$ cat src/rtl/rtc_pkg.sv
`timescale 1ns/1ps
package rtc_pkg;
  typedef enum logic [1:0] {
    SEL_FINE   = 2'd0,
    SEL_COARSE = 2'd1,
    SEL_TRIM   = 2'd2,
    SEL_SPARE  = 2'd3
  } reg_sel_e;

  localparam int TRIM_GAP_TICKS = 3;
endpackage

$ cat src/rtl/rtc_fine_stage.sv
`timescale 1ns/1ps
module rtc_fine_stage #(
  parameter int W = 7
) (
  input  logic         clk,
  input  logic         rst,
  input  logic [1:0]   step,
  input  logic [W-1:0] div,
  output logic         ck_a
);
  localparam int W2 = W + 2;

  logic [W-1:0]  cnt;
  logic [W2-1:0] sum;
  logic [W2-1:0] rem;

  always_comb begin
    sum  = W2'(cnt) + W2'(step);
    ck_a = sum > W2'(div);
    rem  = sum - W2'(div) - W2'(1);
  end

  always_ff @(posedge clk) begin
    if (rst) begin
      cnt <= '0;
    end else if (ck_a) begin
      cnt <= (rem > W2'(div)) ? '0 : rem[W-1:0];
    end else begin
      cnt <= sum[W-1:0];
    end
  end
endmodule

$ cat src/rtl/rtc_coarse_stage.sv
`timescale 1ns/1ps
module rtc_coarse_stage #(
  parameter int W = 15
) (
  input  logic         clk,
  input  logic         rst,
  input  logic         ck_a,
  input  logic [W-1:0] div,
  output logic [W-1:0] cnt,
  output logic         tick
);
  always_ff @(posedge clk) begin
    if (rst) begin
      cnt  <= '0;
      tick <= 1'b0;
    end else begin
      tick <= 1'b0;
      if (ck_a) begin
        if (cnt == '0) begin
          cnt  <= div;
          tick <= 1'b1;
        end else begin
          cnt <= cnt - W'(1);
        end
      end
    end
  end
endmodule

$ cat src/rtl/rtc_trim_unit.sv
`timescale 1ns/1ps
module rtc_trim_unit
  import rtc_pkg::*;
#(
  parameter int WIN_BITS  = 20,
  parameter int SLOT_BITS = 11,
  localparam int MINUS_W  = WIN_BITS - SLOT_BITS
) (
  input  logic               clk,
  input  logic               rst,
  input  logic               trim_wr,
  input  logic [MINUS_W-1:0] minus_in,
  input  logic               plus_in,
  input  logic               ck_a,
  output logic [1:0]         step,
  output logic               win_wrap,
  output logic [MINUS_W-1:0] act_minus,
  output logic               act_plus,
  output logic               pending
);
  logic [WIN_BITS-1:0] win_cnt;
  logic [MINUS_W-1:0]  shd_minus;
  logic                shd_plus;
  logic [1:0]          gap;
  logic [MINUS_W-1:0]  rank;
  logic                slot_start;
  logic                drop;
  logic                add;

  always_comb begin
    for (int i = 0; i < MINUS_W; i++) begin
      rank[i] = win_cnt[WIN_BITS-1-i];
    end
    slot_start = (win_cnt[SLOT_BITS-1:0] == '0);
    drop       = slot_start && (rank < act_minus);
    add        = slot_start && act_plus;
    win_wrap   = &win_cnt;
    case ({add, drop})
      2'b10:   step = 2'd2;
      2'b01:   step = 2'd0;
      default: step = 2'd1;
    endcase
  end

  always_ff @(posedge clk) begin
    if (rst) begin
      win_cnt   <= '0;
      shd_minus <= '0;
      shd_plus  <= 1'b0;
      act_minus <= '0;
      act_plus  <= 1'b0;
      pending   <= 1'b0;
      gap       <= 2'(TRIM_GAP_TICKS);
    end else begin
      win_cnt <= win_cnt + WIN_BITS'(1);
      if (win_wrap) begin
        act_minus <= shd_minus;
        act_plus  <= shd_plus;
      end
      if (trim_wr) begin
        shd_minus <= minus_in;
        shd_plus  <= plus_in;
        gap       <= '0;
      end else if (ck_a && gap != 2'(TRIM_GAP_TICKS)) begin
        gap <= gap + 2'd1;
      end
      if (trim_wr && gap != 2'(TRIM_GAP_TICKS)) begin
        pending <= 1'b1;
      end else if (win_wrap) begin
        pending <= 1'b0;
      end
    end
  end
endmodule

$ cat src/rtl/rtc_smooth_prescaler.sv
`timescale 1ns/1ps
module rtc_smooth_prescaler
  import rtc_pkg::*;
#(
  parameter int          PA_W      = 7,
  parameter int          PS_W      = 15,
  parameter int          DATA_W    = 16,
  parameter int          WIN_BITS  = 20,
  parameter int          SLOT_BITS = 11,
  parameter logic [6:0]  PA_RST    = 7'h7F,
  parameter logic [14:0] PS_RST    = 15'h00FF
) (
  input  logic              clk,
  input  logic              rst,
  input  logic              wr_en,
  input  logic [1:0]        wr_sel,
  input  logic [DATA_W-1:0] wr_data,
  output logic              sec_tick,
  output logic [PS_W-1:0]   subsec,
  output logic              cal_pending
);
  localparam int MINUS_W = WIN_BITS - SLOT_BITS;

  logic [PA_W-1:0]    pa_reg;
  logic [PS_W-1:0]    ps_reg;
  logic               pa_wr;
  logic               ps_wr;
  logic               cal_wr;
  logic               ck_a;
  logic [1:0]         step;
  logic               win_wrap;
  logic [MINUS_W-1:0] act_minus;
  logic               act_plus;

  assign pa_wr  = wr_en && (reg_sel_e'(wr_sel) == SEL_FINE);
  assign ps_wr  = wr_en && (reg_sel_e'(wr_sel) == SEL_COARSE);
  assign cal_wr = wr_en && (reg_sel_e'(wr_sel) == SEL_TRIM);

  always_ff @(posedge clk) begin
    if (rst) begin
      pa_reg <= PA_W'(PA_RST);
      ps_reg <= PS_W'(PS_RST);
    end else begin
      if (pa_wr) pa_reg <= wr_data[PA_W-1:0];
      if (ps_wr) ps_reg <= wr_data[PS_W-1:0];
    end
  end

  rtc_trim_unit #(
    .WIN_BITS (WIN_BITS),
    .SLOT_BITS(SLOT_BITS)
  ) i_trim (
    .clk      (clk),
    .rst      (rst),
    .trim_wr  (cal_wr),
    .minus_in (wr_data[MINUS_W-1:0]),
    .plus_in  (wr_data[DATA_W-1]),
    .ck_a     (ck_a),
    .step     (step),
    .win_wrap (win_wrap),
    .act_minus(act_minus),
    .act_plus (act_plus),
    .pending  (cal_pending)
  );

  rtc_fine_stage #(.W(PA_W)) i_fine (
    .clk (clk),
    .rst (rst),
    .step(step),
    .div (pa_reg),
    .ck_a(ck_a)
  );

  rtc_coarse_stage #(.W(PS_W)) i_coarse (
    .clk (clk),
    .rst (rst),
    .ck_a(ck_a),
    .div (ps_reg),
    .cnt (subsec),
    .tick(sec_tick)
  );
endmodule

$ cat config.mk
export PLATFORM = sky130hd
export DESIGN_NAME = rtc_smooth_prescaler
export DESIGN_NICKNAME = d
export VERILOG_FILES = /design/src/rtl/rtc_pkg.sv /design/src/rtl/rtc_fine_stage.sv /design/src/rtl/rtc_coarse_stage.sv /design/src/rtl/rtc_trim_unit.sv /design/src/rtl/rtc_smooth_prescaler.sv
export SDC_FILE = /design/constraint.sdc
export NUM_CORES = 1
export LEC_CHECK = 0
export BUFFER_PORTS_ARGS = -buffer_cell sky130_fd_sc_hd__buf_2
export CORE_UTILIZATION = 54
export DETAILED_ROUTE_END_ITERATION = 10
export PLACE_DENSITY_LB_ADDON = 0.12
export SYNTH_ARGS = -nofsm -noshare
export SYNTH_HDL_FRONTEND = slang
export SYNTH_SLANG_ARGS = --single-unit
export TNS_END_PERCENT = 10
$ cat constraint.sdc
create_clock -name clk -period 5 [get_ports clk]
set_clock_uncertainty 0.1 [all_clocks]
set_input_delay 0.25 -clock clk [delete_from_list [all_inputs] [get_ports clk]]
set_output_delay 0.25 -clock clk [all_outputs]
set_load 0.01 [all_outputs]
Word-level counts from Yosys, hierarchy flattened:

Cells that the tools add are included.

* bits in registers: 88
* bits in latches: 0
* bits in writable memories: 0
* memory bits (read-only): 0
* memories kept: 0

* add/sub/neg operators: 6
* $mul: 0
* div/mod/pow operators: 0
* order comparisons: 3
* equal/unequal tests: 5
* shifts and indexed selects: 0
* muxes and demuxes: 9
* bitwise operators: 1
* reductions and logical operators: 14

Operators by type and width (number)
* $add A20 B1 Y20 const B: 1
* $reduce_and A20 Y1: 1
* $gt A9 B7 Y1: 2
* $logic_not A15 Y1: 1
* $mux W15: 1
* $sub A15 B1 Y15 const B: 1
* $mux W7: 2
* $logic_not A11 Y1: 1
* $lt A9 B9 Y1: 1
* $sub A9 B1 Y9 const B: 1
* $sub A9 B7 Y9: 1
* $add A7 B2 Y8: 1
* $logic_and A1 B1 Y1: 7
* $eq A2 B1 Y1 const B: 2
* $eq A2 B2 Y1 const B: 2
* $mux W2: 2
* $pmux W2 S2: 1
* $reduce_bool A2 Y1: 2
* $mux W1: 3
* $add A2 B1 Y2 const B: 1
* $logic_not A2 Y1: 1
* $ne A2 B2 Y1 const B: 1
* $reduce_or A2 Y1: 1
* $not A1 Y1: 1

Longest topological paths before layout:

Gate-level depths: netlist (run 1).

* depth after elaboration: 10
* depth in mapped cells: 26
* mapped depth without buffers: 25

Modules after synthesis:

A second synthesis (run 1) with hierarchy kept.

* cells, all modules: 570
* area, all modules: 4972.3 µm²

Modules (own cells, without submodules)
* rtc_trim_unit: times used 1, cells an instance 229, area an instance 1989.4 µm², sequential area each 860.8 µm²
* rtc_fine_stage: times used 1, cells an instance 127, area an instance 1057.3 µm², sequential area each 140.1 µm²
* rtc_coarse_stage: times used 1, cells an instance 123, area an instance 1012.2 µm², sequential area each 320.3 µm²
* rtc_smooth_prescaler: times used 1, cells an instance 91, area an instance 913.4 µm², sequential area each 440.4 µm²

Worst setup path after synthesis (run 1):

OpenSTA, ideal clock, no wires.

* path type: flip-flop to flip-flop
* start point: reg i_trim.act_minus[1]
* end point: reg i_fine.cnt[5]
* library setup time: 0.075 ns
* data arrival time: 5.056 ns
* setup slack: -0.231 ns
* cell stages (with the launch flop): 26
* path buffers: 1
* period minus slack after synthesis: 5.231 ns
* cells stage by stage: dfxtp_1 > inv_1 > ha_1 > a21o_1 > a21o_1 > a21oi_1 > o21ai_0 > a21o_1 > a211o_1 > ha_1 > ha_1 > fa_1 > nand3_1 > xnor2_1 > ha_1 > a21oi_1 > o21ai_0 > a21oi_1 > xor2_1 > inv_1 > ha_1 > a2111oi_0 > a21oi_1 > or3_1 > buf_6 > o22ai_2

* word-level cells in the longest chain between the ends: 10
* elaborated cells between the ends (all ways): 12
* classes of those cells: add/sub: 3; order compare: 3; eq/ne: 2; mux: 3; reduce/logical: 1

RTL lines
* start, declared: line rtc_trim_unit.sv:17 `output logic [MINUS_W-1:0] act_minus,`
* start signal, assigned: line rtc_trim_unit.sv:57 `act_minus <= shd_minus;`
* $lt A9 B9 Y1 (*): line rtc_trim_unit.sv:35 `drop = slot_start && (rank < act_minus);`
* $logic_and A1 B1 Y1 (*): line rtc_trim_unit.sv:35
* $eq A2 B1 Y1 or $eq A2 B2 Y1 (tied branches): line rtc_trim_unit.sv:38 `case ({add, drop})`
* $pmux W2 S2 (*): line rtc_trim_unit.sv:38
* $add A7 B2 Y8 (*): line rtc_fine_stage.sv:18 `sum = W2'(cnt) + W2'(step);`
* $sub A9 B7 Y9: line rtc_fine_stage.sv:20 `rem = sum - W2'(div) - W2'(1);`
* $sub A9 B1 Y9: line rtc_fine_stage.sv:20
* $gt A9 B7 Y1: line rtc_fine_stage.sv:27 `cnt <= (rem > W2'(div)) ? '0 : rem[W-1:0];`
* $mux W7: line rtc_fine_stage.sv:27
* $mux W7 (*): line rtc_fine_stage.sv:26 `end else if (ck_a) begin`
* end signal, assigned: line rtc_fine_stage.sv:27
* end signal, assigned: line rtc_fine_stage.sv:29 `cnt <= sum[W-1:0];`
* end, declared: line rtc_fine_stage.sv:13 `logic [W-1:0] cnt;`

Every way passes the cells marked *; elsewhere a longest branch is shown, timed or not.
A chain may end at the register's enable or synchronous reset.

Final worst setup path (run 1):

* start point: reg i_trim.act_minus[1]
* end point: reg i_fine.cnt[0]

Same word-level chain as after synthesis.

==> results of run 1 <==
==> power breakdown <==
group / leakage [nW] / total, mW / switching [mW] / internal (mW)
clock network: 0.127 / 0.639 / 0.257 / 0.382
logic: 1.47 / 0.155 / 0.0825 / 0.0720
registers: 0.716 / 0.728 / 0.0115 / 0.716
total: 2.31 / 1.52 / 0.351 / 1.17
==> cell type report <==
class	instances	area (µm²)
Inverter	32	120.1
Tap cell	102	127.6
Multi-Input combinational cell	403	2678
Clock buffer	10	127.6
Clock inverter	5	128.9
Sequential cell	88	1765
Fill cell	667	2380
Timing Repair Buffer	80	520.5
==> metrics by stage <==
step	instance area, µm²	total power [mW]	hold slack, ps	instances	setup TNS (ps)
after floorplan	4451	0.8234	267.8	546	0
after global placement	4898	0.8666	342.4	691	-1761
after detailed placement	4898	0.8699	344.3	691	-4840
after CTS	5381	1.513	7.677	718	-463.7
after global routing	5468	1.575	15.35	720	-2798
final	5468	1.521	13.96	720	-816.3
==> worst min-delay path: stages <==
cell     delay, ps
buf_2           90
nand2_1         50
a21oi_1         50
==> path summary, 6_finish.rpt <==
path | slack [ps] | endpoint | startpoint | cells past startpoint
worst max-delay path | -140 | i_fine.cnt[0] | i_trim.act_minus[1] | 23
worst min-delay path | 10 | ps_reg[14] | wr_data[14] | 3
worst max register to register | -140 | i_fine.cnt[0] | i_trim.act_minus[1] | 23
worst min register to register | 350 | i_trim.act_minus[6] | i_trim.shd_minus[6] | 2
==> what timing repair did <==
| item | CTS | global route |
|---|---|---|
| hold buffers | 0 | 0 |
| resized for setup | 23 | 12 |
| endpoints found under the setup margin | 25 | 24 |
| pin swaps | 33 | 20 |
| buffers inserted | 12 | 2 |
==> layer usage <==
layer | routed length (µm) | share of wire | global-route usage
met2 | 5021 | 0.48 | 0.4315
met4 | 212 | 0.020 | 0.1068
met1 | 4827 | 0.46 | 0.3241
met5 | 0 | 0 | 0
met3 | 405 | 0.039 | 0.04187
==> cells in the mapped netlist (3+ instances only) <==
cell       count  area share
dfxtp_1       88        0.40
nand2_1       88       0.075
nor2_1        64       0.054
a21oi_1       51       0.058
inv_1         32       0.027
ha_1          29       0.082
xor2_1        22       0.044
clkbuf_1      19       0.016
nand3_1       18       0.020
o21ai_0       14       0.016
nor3_1        13       0.015
a211o_1       10       0.020
nand3b_1       9       0.015
nand4_1        9       0.013
xnor2_1        9       0.018
a21o_1         6       0.010
nor2b_1        6      0.0085
nor4_1         5      0.0071
o2bb2ai_1      4      0.0079
a2bb2oi_1      3      0.0059
and3_1         3      0.0042
mux2i_1        3      0.0068
nand2b_1       3      0.0042
or3_1          3      0.0042
==> cells in the final DEF, fill, tap and decap left out, types with 3 or more instances in the layout <==
cell       count
o21ai_1        3
dfxtp_1       85
ha_4           6
a2bb2oi_1      3
nand2b_1       3
o21ai_0       11
a21oi_2        7
nor2_1        63
dfxtp_2        3
xnor2_1        8
inv_1         31
nor4_1         5
bufinv_16      4
nor2b_1        5
buf_4         42
a21oi_1       44
nor3_1        13
nand2_1       87
a211o_1       10
and3_1         3
clkbuf_8       9
xor2_1        20
a21o_1         6
nand3_1       17
buf_2         37
mux2i_1        3
nand4_1        9
nand3b_1       9
ha_1          23
==> logic make-up (layout without fill, tap and decap cells) <==
kind of cell    Yosys count  after routing  share of synthesized area
buf+inv                  55            127                    0.04862
compound gates          104            104                     0.1478
xor+xnor                 31             31                    0.06133
flops                    88             88                     0.3980
simple gates            234            234                     0.2465
fa+ha+maj                31             31                    0.09101
mux                       3              3                   0.006784
==> results by group, run 1 <==
Synthesis
  • Area of the mapped netlist: 4427 µm²
  • Number of standard cells after synthesis: 546
  • Post-synth net total: 598
  • Yosys cell types: 48
  • Seq/Total Area, Yosys: 0.3980
  • Synth Register Bits: 88
  • Post-synth top flop: dfxtp_1
  • Post-synth EDFFs: 0
  • Mapped Avg Cell Area: 8.108 µm²
  • Synth warn: 0
  • Async set-or-reset flop fraction in the synthesized netlist: 0

Placement
  • Routability congestion estimate: 0.8542
  • Post-DP HPWL: 6941 µm
  • PortBufs: 37
  • DP Worst Slack: -421.0 ps

Global route
  • Overall routing resource usage: 0.2562
  • Vias in the first global route: 3837
  • Initial antenna violation count: 0
  • Total gr overflow: 0
  • First-pass GRT wire length: 17390 µm
  • Largest net degree at the start of global routing: 86

Critical path
  • CP bufs+invs: 3
  • CP max stage delay: 470 ps
  • Crit end category: flip-flop
  • Critical-path cell list: inv_2 -> ha_4 -> a21o_1 -> a21o_1 -> a21oi_2 -> o21ai_1 -> a21o_1 -> a211o_1 -> ha_4 -> ha_4 -> fa_2 -> fa_2 -> a21oi_2 -> buf_4 -> o21ai_2 -> a21oi_2 -> xor2_1 -> inv_1 -> ha_4 -> a2111oi_4 -> a21oi_2 -> or3_4 -> o22ai_2
  • CP arrival: 5330 ps
  • Worst EP required: 5190 ps
  • Crit path kind: reg2reg
  • CP max stage cell: fa_2
  • Critical path peak fanout: 7
  • Largest delay share family, worst path: compound AO/OA/AOI/OAI gates
  • Crit path launch type: flip-flop

Finish
  • Layout Utilization: 0.6967
  • Max reg flops: 20
  • Layout Area Growth over Synthesis: 23.52%
  • ANT cells: 0
  • Nets: 666
  • Fraction of layout cells with a size suffix above 1: 0.2136

Floorplanning
  • Chip width: 92.54 µm
  • Num ports: 38
  • Core area: 7848 µm²
  • Die area: 8564 µm²
  • Starting density of the core: 0.5641
  • Height of the die: 92.54 µm
  • Site row count: 32

STA
  • Max-slew violations: 0
  • Crit path time final: 5144 ps
  • Final Setup Violations: 7
  • Slew margin rel.: 0.3402
  • Unrepaired setup endpoints after global routing: yes
  • Worst slew pin tran: 984.4 ps
  • Max frequency: 194.4 MHz
  • Final Hold Viols: 0
  • Final critical-path share of the clock period: 1.029
  • Setup ws final: -144.0 ps

Drt
  • Initial drt markers: 194
  • 1st-pass router iterations: 5
  • Routed wire length: 10470 µm
  • WL per Instance: 14.53 µm
  • Post-route ant nets: 0
  • Avg Vias per Cell: 5.510
  • DRC viols: 0
  • Via count: 3967

Clock network
  • Maximum root-to-sink buffer count: 2
  • # clock sinks: 88
  • CTS Buf Count: 9
  • CTS H-tree depth: 3
  • Clk Tree Root Cell: clkbuf_8
  • Reg clk slew, reported paths: 90 ps
  • CTS tree: built
  • Worst skew pair latency: 360 ps

Power
  • Cell Pwr Density: 278.2 nW/µm²
  • VDD IR-drop max: 0.0001607 V
  • Leakage: 2.308 nW

Run status
  • Violated checks: setup timing
  • Outcome: complete, but fails checks

Run
  • Max-Cap Viols: 0

Worst hold path
  • Hold Crit Class: in2reg
Power figures use the tool's default switching activity.
==> run 2: changes to the inputs <==
--- a/config.mk
+++ b/config.mk
@@ -8,7 +8,7 @@
 export BUFFER_PORTS_ARGS = -buffer_cell sky130_fd_sc_hd__buf_2
 export CORE_UTILIZATION = 54
 export DETAILED_ROUTE_END_ITERATION = 10
-export PLACE_DENSITY_LB_ADDON = 0.12
+export PLACE_DENSITY = 0.8
 export SYNTH_ARGS = -nofsm -noshare
 export SYNTH_HDL_FRONTEND = slang
 export SYNTH_SLANG_ARGS = --single-unit
==> run 2 against run 1 <==
  * The run still ends with setup timing left
  * Design area fell by 0.80%
  * Critical path depth increased by 2
  * Die area is the same
  * Via count is 3.4% higher
  * Global-route usage hardly changed
  * Register-to-register slack got worse by 50 ps
  * Critical endpoint is now i_fine.cnt[6]
  * Largest cell class unchanged
==> results by group, run 2 (synthesized netlist as in run 1, its figures left out) <==
STA
  • Crit path time final: 5190 ps
  • Setup ws final: -190.5 ps
  • Max frequency: 192.7 MHz
  • Slew margin rel.: 0.3315
  • Max-slew violations: 0
  • Final Hold Viols: 0
  • Final critical-path share of the clock period: 1.038
  • Unrepaired setup endpoints after global routing: yes
  • Worst slew pin tran: 997.4 ps
  • Final Setup Violations: 7

Finish
  • Post-route design area: 5424 µm²
  • Max reg flops: 20
  • ANT cells: 0
  • Most frequent cells in the layout: 88 x nand2_1, 85 x dfxtp_1, 60 x nor2_1
  • Fraction of layout cells with a size suffix above 1: 0.2202
  • Fill cell count: 645
  • Most common cell after layout, fill and taps aside: nand2_1
  • Layout Area Growth over Synthesis: 22.53%
  • Register Area: 1765 µm²
  • Nets: 661
  • Non-filler instance count after layout: 715
  • Multi-input gate area: 2728 µm²

Critical path
  • Worst setup path startpoint: i_trim.act_minus[1]
  • Worst EP required: 5180 ps
  • Reg2Reg Setup Slack: -190 ps
  • Reg2reg start: i_trim.act_minus[1]
  • CP arrival: 5370 ps
  • FF-to-FF path depth: 25
  • RR Endpoint: i_fine.cnt[6]
  • Crit end category: flip-flop
  • Crit path launch type: flip-flop
  • Critical path peak fanout: 7
  • Crit path kind: reg2reg
  • Crit path to: i_fine.cnt[6]

Worst hold path
  • Hold Crit Class: in2reg

Drt
  • Via count: 4102
  • Avg Vias per Cell: 5.737
  • Wl on met1: 4790 µm
  • Routed wl met2: 5538 µm
  • 1st-pass router iterations: 5
  • Routed wire length: 11320 µm
  • Post-route ant nets: 0
  • WL per Instance: 15.83 µm
  • Uppermost layer routed: met4
  • Metal3 WL: 736 µm
  • Initial drt markers: 221
  • DRC viols: 0

Clock network
  • Reg clk slew, reported paths: 90 ps
  • # clock sinks: 88
  • CTS Buf Count: 9
  • CTS H-tree depth: 3
  • CTS tree: built
  • Clk Tree Root Cell: clkbuf_8
  • Worst skew pair latency: 360 ps
  • Maximum root-to-sink buffer count: 2
  • # hold bufs at CTS: 0

Power
  • Pwr Total: 1.431 mW
  • Leakage: 2.265 nW
  • Cell Pwr Density: 263.9 nW/µm²
  • VDD IR-drop max: 0.0001874 V

Floorplanning
  • Starting density of the core: 0.5641
  • Chip width: 92.54 µm
  • Height of the die: 92.54 µm
  • Site row count: 32
  • Die area: 8564 µm²
  • Num ports: 38
  • Core area: 7848 µm²

Global route
  • First-pass GRT wire length: 17370 µm
  • Largest net degree at the start of global routing: 86
  • Vias in the first global route: 3844
  • Total gr overflow: 0
  • Overall routing resource usage: 0.2566
  • Initial antenna violation count: 0

Placement
  • Inst Count DP: 688
  • DP Worst Slack: -367.7 ps
  • PortBufs: 37
  • Routability congestion estimate: 0.8822
  • Cell Area, Placed: 4863 µm²
  • Post-DP HPWL: 7195 µm

Run status
  • Violated checks: setup timing
  • Outcome: complete, but fails checks

Run
  • Max-Cap Viols: 0
run 2: critical path, cell delays in order (launching register included):
cell       delay, ps
dfxtp_2          340
inv_2             40
ha_4             190
a21o_1           170
a21o_1           160
a21oi_2          110
o21ai_1           80
a21o_1           160
a211o_1          330
ha_4             230
ha_4             160
fa_2             420
xor2_4           200
ha_4             280
a21oi_4          170
nor2b_1           70
nor2_1           150
xor2_1           230
inv_1            100
ha_4             220
nand4_1          110
nor2_2            70
a2111oi_4        330
a21oi_2          100
or3_4            400
o2bb2ai_1        190
run 2: power by group:
part / switching, mW / internal [mW]
combinational: 0.0915 / 0.0726
clock: 0.259 / 0.280
sequential: 0.0120 / 0.716
run 2: repair_timing:
action,4_1_cts,5_1_grt
setup buffers,10,2
pin swaps,30,16
endpoints found under the setup margin,22,25
resized for setup,19,26
hold endpoints to repair,0,0
run 2: worst min path at each step:
stage	startpoint	to	slack, ps	cells past startpoint
global placement	i_trim.act_minus[7]	i_trim.act_minus[7]	340	2
global route	wr_data[14]	ps_reg[14]	20	3
detailed placement	ps_reg[14]	ps_reg[14]	340	2
CTS	wr_data[10]	ps_reg[10]	20	3
floorplan	wr_data[0]	pa_reg[0]	270	1
finish	wr_data[10]	ps_reg[10]	30	3
run 2: through the flow:
stage | hold slack [ps] | setup TNS, ps | util
floorplan | 267.8 | 0 | -
global placement | 340.5 | -1885 | 0.6197
finish | 25.68 | -1084 | 0.6912
CTS | 22.46 | -492.1 | 0.6687
detailed placement | 342.2 | -4335 | 0.6197
global route | 24.42 | -2838 | 0.6912
run 2: final cells by class:
type	count	area share
clock buffers	10	0.02353
clock inverters	5	0.01499
inverters	32	0.02215
multi-input cells	403	0.5029
flip-flops and latches	88	0.3255
well taps	102	0.02353
repair buffers	75	0.08743
run 2: routing by layer:
| layer | GRT usage | vias to the layer above |
|---|---|---|
| li1 | - | 1989 |
| met1 | 0.3205 | 1933 |
| met2 | 0.4432 | 157 |
| met3 | 0.05501 | 23 |
| met4 | 0.07292 | 0 |
| met5 | 0 | - |
